--- src/rtl/xonxoff_flow_ctrl.sv ---
module xonxoff_flow_ctrl #(
  parameter int LEVEL_W  = 7,
  parameter int CHAR_W   = 8,
  parameter int FLD_W    = 4,
  parameter int SCALE_SH = 3
) (
  input  logic              clk,
  input  logic              rst_n,
  input  logic              fc_en,
  input  logic [FLD_W-1:0]  cfg_stop_fld,
  input  logic [FLD_W-1:0]  cfg_go_fld,
  input  logic [FLD_W-1:0]  cfg_irq_fld,
  input  logic [CHAR_W-1:0] tok_stop,
  input  logic [CHAR_W-1:0] tok_go,
  input  logic [LEVEL_W-1:0] rx_level,
  input  logic              rx_valid,
  input  logic [CHAR_W-1:0] rx_char,
  input  logic              rx_perr,
  output logic              rx_push,
  output logic              rx_err_mark,
  input  logic              tx_boundary,
  input  logic              tx_data_avail,
  output logic              ins_req,
  output logic [CHAR_W-1:0] ins_char,
  output logic              tx_data_take,
  output logic              tx_halt,
  output logic              irq_rx
);

  localparam int THR_W = FLD_W + SCALE_SH;

  function automatic logic [LEVEL_W-1:0] scale(input logic [FLD_W-1:0] f);
    logic [THR_W-1:0] t;
    t = {f, {SCALE_SH{1'b0}}};
    return LEVEL_W'(t);
  endfunction

  logic stop_sent_q;
  logic halt_q;

  wire [LEVEL_W-1:0] stop_thr = scale(cfg_stop_fld);
  wire [LEVEL_W-1:0] go_thr   = scale(cfg_go_fld);
  wire [LEVEL_W-1:0] irq_thr  = scale(cfg_irq_fld);

  wire hit_stop  = rx_valid && fc_en && (rx_char == tok_stop);
  wire hit_go    = rx_valid && fc_en && (rx_char == tok_go);

  wire need_stop = fc_en && !stop_sent_q && (rx_level >= stop_thr);
  wire need_go   = fc_en &&  stop_sent_q && (rx_level <= go_thr);

  assign ins_req      = tx_boundary && (need_stop || need_go);
  assign ins_char     = need_stop ? tok_stop : tok_go;
  assign tx_data_take = tx_boundary && tx_data_avail && !ins_req && !halt_q;
  assign tx_halt      = halt_q;

  assign rx_push      = rx_valid && !hit_stop && !hit_go;
  assign rx_err_mark  = rx_valid && rx_perr;
  assign irq_rx       = rx_level >= irq_thr;

  always_ff @(posedge clk) begin
    if (!rst_n || !fc_en) begin
      stop_sent_q <= 1'b0;
      halt_q      <= 1'b0;
    end else begin
      if (ins_req) stop_sent_q <= need_stop;
      if (hit_stop)    halt_q <= 1'b1;
      else if (hit_go) halt_q <= 1'b0;
    end
  end

endmodule

--- config.mk ---
export PLATFORM = sky130hd
export DESIGN_NAME = xonxoff_flow_ctrl
export DESIGN_NICKNAME = d
export VERILOG_FILES = /design/src/rtl/xonxoff_flow_ctrl.sv
export SDC_FILE = /design/constraint.sdc
export NUM_CORES = 1
export LEC_CHECK = 0
export BUFFER_PORTS_ARGS = -buffer_cell sky130_fd_sc_hd__buf_2
export CAP_MARGIN = 20
export CORE_ASPECT_RATIO = 1.25
export CORE_UTILIZATION = 37
export CTS_CLUSTER_DIAMETER = 150
export DETAILED_ROUTE_END_ITERATION = 8
export HOLD_SLACK_MARGIN = 0.06
export PLACE_DENSITY = 0.8
export SLEW_MARGIN = 10
export SYNTH_ARGS = -nofsm -noshare
export SYNTH_HDL_FRONTEND = slang
export SYNTH_SLANG_ARGS = --single-unit
--- constraint.sdc ---
create_clock -name clk -period 2.55 [get_ports clk]
set_input_delay 0.51 -clock clk [delete_from_list [all_inputs] [get_ports clk]]
set_output_delay 0.51 -clock clk [all_outputs]
set_load 0.01 [all_outputs]
* Yosys cells after proc, flatten, opt, wreduce, memory -nomap -nowiden *
Index checks and enable logic that the tools add are counted.

word-level totals
  flip-flop bits (word level) = 2
  input bits = 50
  output and inout port bits = 14

cells by class
  $lt $le $gt $ge = 3
  equal/unequal tests = 2
  mux-type cells = 3
  reductions and logical operators = 24

operator list
  kind               count
  $eq 8x8->1         2
  $ge 7x7->1         2
  $logic_and 1x1->1  14
  $mux 8             1
  $le 7x7->1         1
  $logic_not 1->1    7
  $logic_or 1x1->1   2
  $mux 1             2
  $reduce_bool 2->1  1

* Logic depth before layout (Yosys ltp) *
Gate-level depths: netlist (run 1).

  depth in word-level cells = 8
  depth in mapped cells = 8
  mapped depth without buffers = 7

* Least setup slack after synthesis (run 1) *
Ideal clock, no wire load.

  kind = in2out
  start point = input cfg_stop_fld[3]
  end point = output ins_char[0]
  data arrival time = 1,829 ps
  slack = 211 ps
  stages on the path = 7
  cell sequence = inv_1 > ha_1 > and4_1 > nand2_1 > a311o_1 > buf_6 > mux2_2

on the way
  longest elaborated chain between the ends = 3

RTL lines
  item               line  RTL
  start, declared    10    input logic [FLD_W-1:0] cfg_stop_fld,
  $ge 7x7->1         48    wire need_stop = fc_en && !stop_sent_q && (rx_level >= stop_thr);
  $logic_and 1x1->1  48
  $mux 8             52    assign ins_char = need_stop ? tok_stop : tok_go;
  end, declared      24    output logic [CHAR_W-1:0] ins_char,

No other way between the ends.

* Final worst setup path (run 1) *
  start point = input cfg_stop_fld[2]
  end point = output ins_char[5]

The elaborated chain is that of the path after synthesis.

==> results of run 1 <==
## report_power, final
group / switching [mW] / leakage [nW] / internal [mW]
logic: 0.0903 / 0.617 / 0.122
registers: 0.000419 / 0.0161 / 0.0320
clock network: 0.0181 / 0.0138 / 0.0519
total: 0.109 / 0.647 / 0.206
## critical path, stage by stage
cell,delay (ns)
buf_6,0.08
inv_4,0.03
ha_4,0.25
and4_1,0.20
nand2_2,0.07
a311o_2,0.46
mux2_4,0.32
buf_6,0.12
## logic make-up (layout without fill, tap and decap cells)
family,Yosys count,count (layout),synth area share
multiplexers,8,8,0.128
AND/OR/NAND/NOR,25,25,0.209
flip-flops,2,2,0.0567
AO/OA/AOI/OAI,13,14,0.115
adder cells (fa/ha/maj),12,12,0.213
buffers and inverters,13,83,0.0798
XOR/XNOR,16,16,0.199
## metal layers
layer / global-route usage / part of all wire / up-vias
li1: - / - / 462
met1: 0.185 / 0.36 / 413
met2: 0.432 / 0.56 / 54
met3: 0.0478 / 0.082 / 0
met4: 0.0333 / 0 / 0
met5: 0 / 0 / -
## layout make-up
class	count	area, um^2
flip-flops and latches	2	40.0
inverters	12	47.5
clock buffers	3	22.5
fillers	141	531
well taps	19	23.8
repair buffers	68	425
multi-input cells	75	697
## cells in the final DEF (no fill, tap or decap)
cell,instances
a21oi_1,5
a21oi_2,1
a22oi_1,1
a311o_2,2
and2_1,2
and3_1,1
and4_1,2
buf_2,52
buf_4,5
buf_6,10
buf_8,1
clkbuf_4,3
dfxtp_1,2
ha_1,8
ha_4,4
inv_1,8
inv_2,3
inv_4,1
mux2_2,4
mux2_4,4
nand2_1,8
nand2_2,1
nand3_1,2
nand4_1,2
nor2b_1,1
nor2b_4,1
nor3_1,1
nor3_4,1
o211ai_1,2
o21ai_0,2
o21ai_1,1
or2_1,1
or4_1,2
xnor2_1,14
xor2_1,2
## sequential cells by signal, indices dropped and copies added (netlist names)
register,flops
stop_sent_q,1
tx_halt,1
## final timing paths
path,from,to
min reg2reg,tx_halt$_SDFFE_PP0P_,tx_halt$_SDFFE_PP0P_
min,tx_halt$_SDFFE_PP0P_,tx_halt$_SDFFE_PP0P_
max,cfg_stop_fld[2],ins_char[5]
max reg2reg,stop_sent_q$_SDFFE_PP0P_,stop_sent_q$_SDFFE_PP0P_
## stage by stage
step	utilization	power [mW]
6_report	0.703	0.314
4_1_cts	0.668	0.305
5_1_grt	0.703	0.345
3_5_place_dp	0.599	0.207
3_3_place_gp	0.599	0.201
2_1_floorplan	-	0.125
## what timing repair did
| item | CTS | global route |
|---|---|---|
| pin swaps | 6 | 7 |
| resized for setup | 19 | 13 |
| setup endpoints to repair | 10 | 10 |
| cloned | 1 | 0 |
==> key figures, run 1 <==
GRT
  • Gr usage total: 0.211
  • Largest net degree at the start of global routing: 6
  • Grt ovf: 0
  • Initial antenna violation count: 0
  • Vias in the first global route: 857
  • First-pass GRT wire length: about 3100 um

Timing
  • RSZ-0062 raised after global routing: yes
  • Worst slew pin tran: 0.225 ns
  • Fin. Hold Viols: 0
  • Tmin final: 2.56 ns
  • Setup TNS: -0.0226 ns
  • Final worst slack: -0.0115 ns
  • Max Fclk: between 0.3 and 0.4 GHz
  • Fin Clk Skew: 0 ns
  • Final worst-path cycle share: 1.00
  • Relative slew slack: 0.849
  • Final setup viols: 2
  • Max-slew violations: 0
  • Worst hold slack: 0.473 ns

Die
  • Die Span Y: 50.8 um
  • Initial Util: 0.395
  • Core area: 0.00179 mm^2
  • Die ar.: 0.00209 mm^2
  • Die X: 41.1 um
  • Floorplan row count: 17
  • I/O pin count: 64

Synth
  • Top-area cell type share of the netlist area: 0.213
  • Area leader, netlist: ha_1
  • Synth unique cells: 24
  • Synth top area cells: ha_1 21%, xnor2_1 17%, mux2_2 13%, inv_1 6.4%, dfxtp_1 5.7%
  • Synth Net Count: 151
  • Seq/Total Area, Yosys: 0.0567
  • Most common cell in the netlist: xnor2_1
  • Cell area after synthesis: 706 um^2
  • Number of synthesized register bits: 2
  • Post-synth ARST share: 0
  • Yosys warns: 0
  • Gate Count Post-Synth: 89
  • Ys flop type: dfxtp_1
  • Post-synth EDFFs: 0
  • Synth top cells by count: 14 x xnor2_1, 12 x ha_1, 12 x inv_1
  • Avg Cell Area, Syn: 7.93 um^2

Setup path
  • Reg-to-reg slack, setup: 1.41 ns
  • Data arrival, critical path: 2.05 ns
  • CP endpoint kind: primary output
  • CP Data Required Time: 2.04 ns
  • Critical Path Fanout Max: 5
  • R2r worst-path depth: 3
  • CP Class: in -> out
  • CP startpoint kind: primary input

Route
  • Detail Route Antenna Nets: 0
  • Drt wl/cell: 12.2 um
  • Pre-antenna DRT Iters: 2
  • DRT Wirelength: approximately 2200 um
  • Initial DRC count: 3
  • DR vias/cell: 5.19
  • DRC violations left: 0
  • Via count: 929

Final layout
  • Synthesis-to-layout area growth: 78.0%
  • Layout cells sized above 1: 0.581
  • Final nets: 224
  • Antenna Cells: 0
  • Fin cells: 179
  • Finished Cell Area: 0.00126 mm^2

Run status
  • Failing checks: negative setup slack
  • Status: finished, violations left

Clock network
  • Clock buffer depth: 2
  • Root Buffer: clkbuf_4
  • Clock sinks: 2
  • Clk_lat worst skew: 0.22 ns
  • H-tree Lvls: 1
  • Hold-fix buffers, CTS: 0
  • Post-CTS setup buffer count: 0
  • Cts bufs inserted: 3
  • TritonCTS clock tree: built
  • Clock transition at path regs: ~0.03 ns

Placement
  • Routability congestion estimate from global placement: 0.718
  • Placed Cells: 175
  • DP Wirelength: approximately 1700 um
  • Place WS: -0.230 ns
  • Port Buffers: 63
  • Dpl cell area: 0.00107 mm^2

Power
  • Pwr dens: 250 mW/mm^2
  • Lkg Pwr: 0.647 nW
  • Maximum vdd ir drop: 210 uV

Hold path
  • HP Class: reg -> reg
  • Hold depth: 2

Run
  • MaxCap Viol Count: 0
Note: power is estimated with default switching activity, not from simulation.
==> run 2, diff against run 1 <==
--- a/config.mk
+++ b/config.mk
@@ -7,9 +7,8 @@
 export LEC_CHECK = 0
 export BUFFER_PORTS_ARGS = -buffer_cell sky130_fd_sc_hd__buf_2
 export CAP_MARGIN = 20
-export CORE_ASPECT_RATIO = 1.25
+export CORE_ASPECT_RATIO = 1.1
 export CORE_UTILIZATION = 37
-export CTS_CLUSTER_DIAMETER = 150
 export DETAILED_ROUTE_END_ITERATION = 8
 export HOLD_SLACK_MARGIN = 0.06
 export PLACE_DENSITY = 0.8
==> run 2 against run 1 <==
- the flow finishes with violations (design-rule violations, negative setup slack)
- clock power decreased by 3.1%
- routed wire length fell by 1.8%
- flip-flop and latch count stayed put
- critical path depth fell by 1
- via count decreased by 3.4%
- total power is 0.34% lower
- design area decreased by 0.40%
- combinational power about the same
- critical path type unchanged
- critical endpoint is now ins_char[3]
==> key figures, run 2 (same netlist as run 1, synthesis figures left out) <==
Run status
  • Status: finished, violations left
  • Failing checks: design-rule violations, negative setup slack

GRT
  • Grt ovf: 0 (unchanged)
  • Gr usage total: 0.169 (-0.0423)
  • First-pass GRT wire length: 2720 um (-12%)
  • Largest net degree at the start of global routing: 11 (+5)
  • Initial antenna violation count: 0 (unchanged)
  • Vias in the first global route: 717 (-16%)

Timing
  • Fin. Hold Viols: 0 (unchanged)
  • Max-slew violations: 0 (unchanged)
  • Worst slew pin tran: 0.231 ns (+0.00577 ns)
  • Max Fclk: 0.390 GHz (about the same)
  • Final worst slack: -0.0123 ns (-0.000837 ns)
  • Relative slew slack: 0.846 (-0.00319)
  • Tmin final: 2.56 ns (+0.000837 ns)
  • Final worst-path cycle share: 1.00 (about the same)
  • RSZ-0062 raised after global routing: yes
  • Fin Clk Skew: 0 ns (unchanged)
  • Final setup viols: 4 (+2)

Clock network
  • Clock buffer depth: 2 (unchanged)
  • H-tree Lvls: 1 (unchanged)
  • Clk_lat worst skew: 0.22 ns (about the same)
  • Cts bufs inserted: 3 (unchanged)
  • Clock sinks: 2 (unchanged)
  • Clock transition at path regs: 0.03 ns (about the same)
  • TritonCTS clock tree: built
  • Root Buffer: clkbuf_4

Placement
  • DP Wirelength: 1640 um (-4.7%)
  • Port Buffers: 63 (unchanged)
  • Place WS: -0.169 ns (+0.0613 ns)
  • Routability congestion estimate from global placement: 0.774 (+7.7%)

Final layout
  • Commonest cells after routing, fill and taps aside: 52 x buf_2, 14 x xnor2_1, 11 x buf_6
  • Antenna Cells: 0 (unchanged)
  • Commonest non-fill, non-tap cell in the layout: buf_2
  • Synthesis-to-layout area growth: 77.3%
  • Layout cells sized above 1: 0.578 (-0.00361)
  • Final nets: 225 (+0.45%)

Setup path
  • CP Data Required Time: 2.04 ns (about the same)
  • Data arrival, critical path: 2.05 ns (about the same)
  • CP startpoint kind: primary input
  • R2r worst-path depth: 3 (unchanged)
  • CP endpoint kind: primary output
  • Cell Chain, Critical Path: buf_2 > ha_4 > and4_1 > nand2_2 > a311o_2 > mux2_4 > buf_6
  • Slowest CP cell: a311o_2
  • CP Class: in -> out
  • Critical path's largest stage delay: 0.46 ns (about the same)
  • Critical Path Fanout Max: 5 (unchanged)

Power
  • Total power draw: 313 uW (-0.34%)
  • Lkg Pwr: 0.645 nW (-0.38%)
  • Maximum vdd ir drop: 132 uV (-37%)
  • Pwr dens: 250 mW/mm^2 (about the same)

Die
  • Die X: 43.6 um (+6.3%)
  • Core area: 0.00178 mm^2 (-0.28%)
  • Die ar.: 0.00209 mm^2 (about the same)
  • I/O pin count: 64 (unchanged)
  • Floorplan row count: 16 (-1)
  • Initial Util: 0.396 (+0.00111)
  • Die Span Y: 47.8 um (-5.9%)

Route
  • DRC violations left: 2 (+2)
  • Initial DRC count: 12 (+9)
  • DRT Wirelength: 2140 um (-1.8%)
  • Metal3 WL: 94 um (-47%)
  • DR vias/cell: 5.01 (-3.4%)
  • Detail Route Antenna Nets: 0 (unchanged)
  • Uppermost layer routed: met3
  • Drt wl/cell: 11.9 um (-1.8%)
  • Met2 Routed Length: 1210 um (-0.82%)
  • Via count: 897 (-3.4%)
  • Met1 WL: 838 um (+7.3%)
  • Pre-antenna DRT Iters: 9 (+7)

Hold path
  • Hold depth: 2 (unchanged)
  • HP Class: reg -> reg

Run
  • MaxCap Viol Count: 0 (unchanged)
[run 2: cell types whose count changed in the layout (fill, tap and decap cells not counted)]
| cell | change |
|---|---|
| nor2b_1 | +1 |
| nor2b_4 | -1 |
| buf_8 | -1 |
| buf_4 | +1 |
| buf_6 | +1 |
[run 2: layer usage]
metal  track usage  vias to the layer above
li1              -                      458
met1         0.220                      413
met2         0.299                       26
met3        0.0226                        0
met4        0.0375                        0
met5             0                        -
[run 2: metrics by stage]
| step | util | hold WS [ns] | cells | TNS [ns] | area (um^2) |
|---|---|---|---|---|---|
| floorplan | - | 0.480 | 89 | 0 | 706 |
| global placement | 0.596 | 0.462 | 173 | -1.12 | 1060 |
| detailed placement | 0.596 | 0.468 | 173 | -1.57 | 1060 |
| CTS | 0.617 | 0.471 | 176 | 0 | 1100 |
| global route | 0.702 | 0.495 | 179 | -0.246 | 1250 |
| finish | 0.702 | 0.470 | 179 | -0.0399 | 1250 |
[run 2: path summary, 6_finish.rpt]
path | startpoint | end | slack [ns]
worst max-delay path | cfg_stop_fld[0] | ins_char[3] | -0.01
worst min-delay path | tx_halt$_SDFFE_PP0P_ | tx_halt$_SDFFE_PP0P_ | 0.47
worst max register to register | stop_sent_q$_SDFFE_PP0P_ | stop_sent_q$_SDFFE_PP0P_ | 1.41
worst min register to register | tx_halt$_SDFFE_PP0P_ | tx_halt$_SDFFE_PP0P_ | 0.47
[run 2: critical path: cells and delay by family]
family          cells  cell delay, ns
compound gates      1            0.46
fa+ha+maj           1            0.26
buf+inv             2            0.24
mux                 1            0.33
simple gates        2            0.26
[run 2: area by class of cell]
| cell class | count | area, um^2 |
|---|---|---|
| Clock buffer | 3 | 22.5 |
| Sequential cell | 2 | 40.0 |
| Tap cell | 18 | 22.5 |
| Timing Repair Buffer | 69 | 429 |
| Inverter | 12 | 47.5 |
| Fill cell | 135 | 531 |
| Multi-Input combinational cell | 75 | 689 |
[run 2: repair_timing]
item,in CTS,in global routing
gates resized for setup,2,29
hold buffers,0,0
endpoints found under the hold margin,0,0
setup buffers,0,2
endpoints found under the setup margin,10,10
cloned,0,1
pin swaps,1,7
[run 2: power by group]
group | total, mW | switching [mW] | internal (mW)
Clock | 0.0678 | 0.0161 | 0.0517
Sequential | 0.0324 | 0.000472 | 0.0320
Combinational | 0.213 | 0.0911 | 0.122
==> run 3, diff against run 2 <==
--- a/config.mk
+++ b/config.mk
@@ -11,7 +11,7 @@
 export CORE_UTILIZATION = 37
 export DETAILED_ROUTE_END_ITERATION = 8
 export HOLD_SLACK_MARGIN = 0.06
-export PLACE_DENSITY = 0.8
+export PLACE_DENSITY_LB_ADDON = 0.3
 export SLEW_MARGIN = 10
 export SYNTH_ARGS = -nofsm -noshare
 export SYNTH_HDL_FRONTEND = slang
==> run 3 against run 2 <==
- the run still ends with design-rule violations, negative setup slack left
- critical endpoint is now ins_char[4]
- routed wire length increased by 7.0%
- clock skew unchanged
- largest cell class unchanged
- fmax decreased by 0.22%
- via count increased by 2.8%
==> key figures, run 3 (same netlist as run 1, synthesis figures left out) <==
Clock network
  • Clk_lat worst skew: 0.23 ns (about the same)
  • Clock sinks: 2 (unchanged)
  • TritonCTS clock tree: built
  • Clock buffer depth: 2 (unchanged)
  • Clock transition at path regs: 0.03 ns (about the same)
  • Hold-fix buffers, CTS: 0 (unchanged)
  • Cts bufs inserted: 3 (unchanged)
  • Root Buffer: clkbuf_4
  • H-tree Lvls: 1 (unchanged)

Die
  • Die Span Y: 47.8 um (unchanged)
  • Floorplan row count: 16 (unchanged)
  • Die X: 43.6 um (unchanged)
  • Core area: 0.00178 mm^2 (unchanged)
  • Initial Util: 0.396 (unchanged)
  • Die ar.: 0.00209 mm^2 (unchanged)
  • I/O pin count: 64 (unchanged)

Route
  • DR vias/cell: 5.18 (+3.4%)
  • Detail Route Antenna Nets: 0 (unchanged)
  • Pre-antenna DRT Iters: 6 (-3)
  • Initial DRC count: 20 (+8)
  • Drt wl/cell: 12.8 um (+7.6%)
  • Via count: 922 (+2.8%)
  • DRT Wirelength: 2290 um (+7.0%)
  • DRC violations left: 3 (+1)

GRT
  • First-pass GRT wire length: 3020 um (+11%)
  • Grt ovf: 0 (unchanged)
  • Vias in the first global route: 784 (+9.3%)
  • Gr usage total: 0.191 (+0.0222)
  • Largest net degree at the start of global routing: 11 (unchanged)
  • Initial antenna violation count: 0 (unchanged)

Timing
  • Max-slew violations: 0 (unchanged)
  • Fin Clk Skew: 0 ns (unchanged)
  • Tmin final: 2.57 ns (+0.00555 ns)
  • Fin. Hold Viols: 0 (unchanged)
  • Final worst-path cycle share: 1.01 (+0.00218)
  • Final setup viols: 4 (unchanged)
  • Worst slew pin tran: 0.239 ns (+0.00863 ns)
  • Max Fclk: 0.389 GHz (-0.22%)
  • Final worst slack: -0.0178 ns (-0.00555 ns)
  • RSZ-0062 raised after global routing: yes
  • Relative slew slack: 0.840 (-0.00646)

Setup path
  • Critical path's largest stage delay: 0.48 ns (+0.02 ns)
  • Cell repeated most along the worst path: buf_6
  • CP startpoint kind: primary input
  • Cell Chain, Critical Path: buf_6 > inv_4 > ha_4 > and4_1 > nand2_1 > a311o_2 > mux2_4 > buf_6
  • Slowest CP cell: a311o_2
  • Data arrival, critical path: 2.06 ns (about the same)
  • CP Data Required Time: 2.04 ns (about the same)
  • CP endpoint kind: primary output
  • CP Class: in -> out
  • Critical Path Fanout Max: 5 (unchanged)

Final layout
  • Layout cells sized above 1: 0.575 (-0.00264)
  • Commonest cells after routing, fill and taps aside: 50 x buf_2, 14 x xnor2_1, 12 x buf_6, 9 x nand2_1
  • Final nets: 224 (-0.44%)
  • Synthesis-to-layout area growth: 80.3%
  • Antenna Cells: 0 (unchanged)
  • Finished Cell Area: 0.00127 mm^2 (+1.7%)
  • Commonest non-fill, non-tap cell in the layout: buf_2

Placement
  • DP Wirelength: 1700 um (+3.9%)
  • Routability congestion estimate from global placement: 0.710 (-8.2%)
  • Dpl cell area: 0.00106 mm^2 (unchanged)
  • Port Buffers: 63 (unchanged)

Power
  • Total power draw: 326 uW (+4.1%)
  • Maximum vdd ir drop: 142 uV (+7.5%)
  • Pwr dens: 256 mW/mm^2 (+2.4%)
  • Lkg Pwr: 0.654 nW (+1.5%)

Run status
  • Failing checks: design-rule violations, negative setup slack
  • Status: finished, violations left

Run
  • MaxCap Viol Count: 0 (unchanged)

Hold path
  • HP Class: reg -> reg
==> run 3: cell count changes in the layout (fill, tap and decap cells not counted), sizes merged <==
| cell | delta |
|---|---|
| buf | -1 |
==> run 3: final timing paths <==
check	cells after the start	startpoint	slack (ns)	endpoint
worst min register to register	2	tx_halt$_SDFFE_PP0P_	0.48	tx_halt$_SDFFE_PP0P_
worst min-delay path	2	tx_halt$_SDFFE_PP0P_	0.48	tx_halt$_SDFFE_PP0P_
worst max register to register	3	stop_sent_q$_SDFFE_PP0P_	1.40	stop_sent_q$_SDFFE_PP0P_
worst max-delay path	8	cfg_stop_fld[2]	-0.02	ins_char[4]
==> run 3: metal layers <==
layer  track usage  vias to the layer above  wire length (um)
met3        0.0151                        4               138
li1              -                      460                 -
met5             0                        -                 0
met1         0.212                      414               818
met2         0.379                       44              1300
met4        0.0750                        0                30
==> run 3: metrics by stage <==
stage | util | hold slack (ns) | worst slack (ns) | instances | setup TNS (ns)
after floorplan | - | 0.480 | 0.211 | 89 | 0
after global placement | 0.596 | 0.472 | -0.123 | 173 | -1.11
after detailed placement | 0.596 | 0.467 | -0.179 | 173 | -1.66
after CTS | 0.610 | 0.474 | -0.00654 | 176 | -0.0146
after global routing | 0.714 | 0.527 | -0.0625 | 178 | -0.296
final | 0.714 | 0.479 | -0.0178 | 178 | -0.0488
==> run 3: final cells by class <==
class	instances	area (um^2)
Multi-Input combinational cell	75	699
Fill cell	144	509
Timing Repair Buffer	68	438
Inverter	12	50.0
Sequential cell	2	40.0
Clock buffer	3	22.5
Tap cell	18	22.5
==> run 3: worst max-delay path: cells and delay by family <==
kind / cells / cell delay (ns)
simple gates: 2 / 0.26
mux: 1 / 0.34
buf+inv: 3 / 0.22
compound gates: 1 / 0.48
fa+ha+maj: 1 / 0.25
==> run 3: where the power goes <==
part	switching (mW)	internal, mW	leakage (nW)	total [mW]
registers	0.000447	0.0320	0.0161	0.0324
logic	0.0940	0.127	0.624	0.221
clock network	0.0210	0.0521	0.0138	0.0731
total	0.115	0.211	0.654	0.326
==> run 3: repair_timing <==
| action | CTS | global route |
|---|---|---|
| gates resized for setup | 1 | 36 |
| pin swaps | 1 | 8 |
| endpoints found under the setup margin | 10 | 10 |
| setup buffers | 0 | 1 |
| cloned | 0 | 1 |
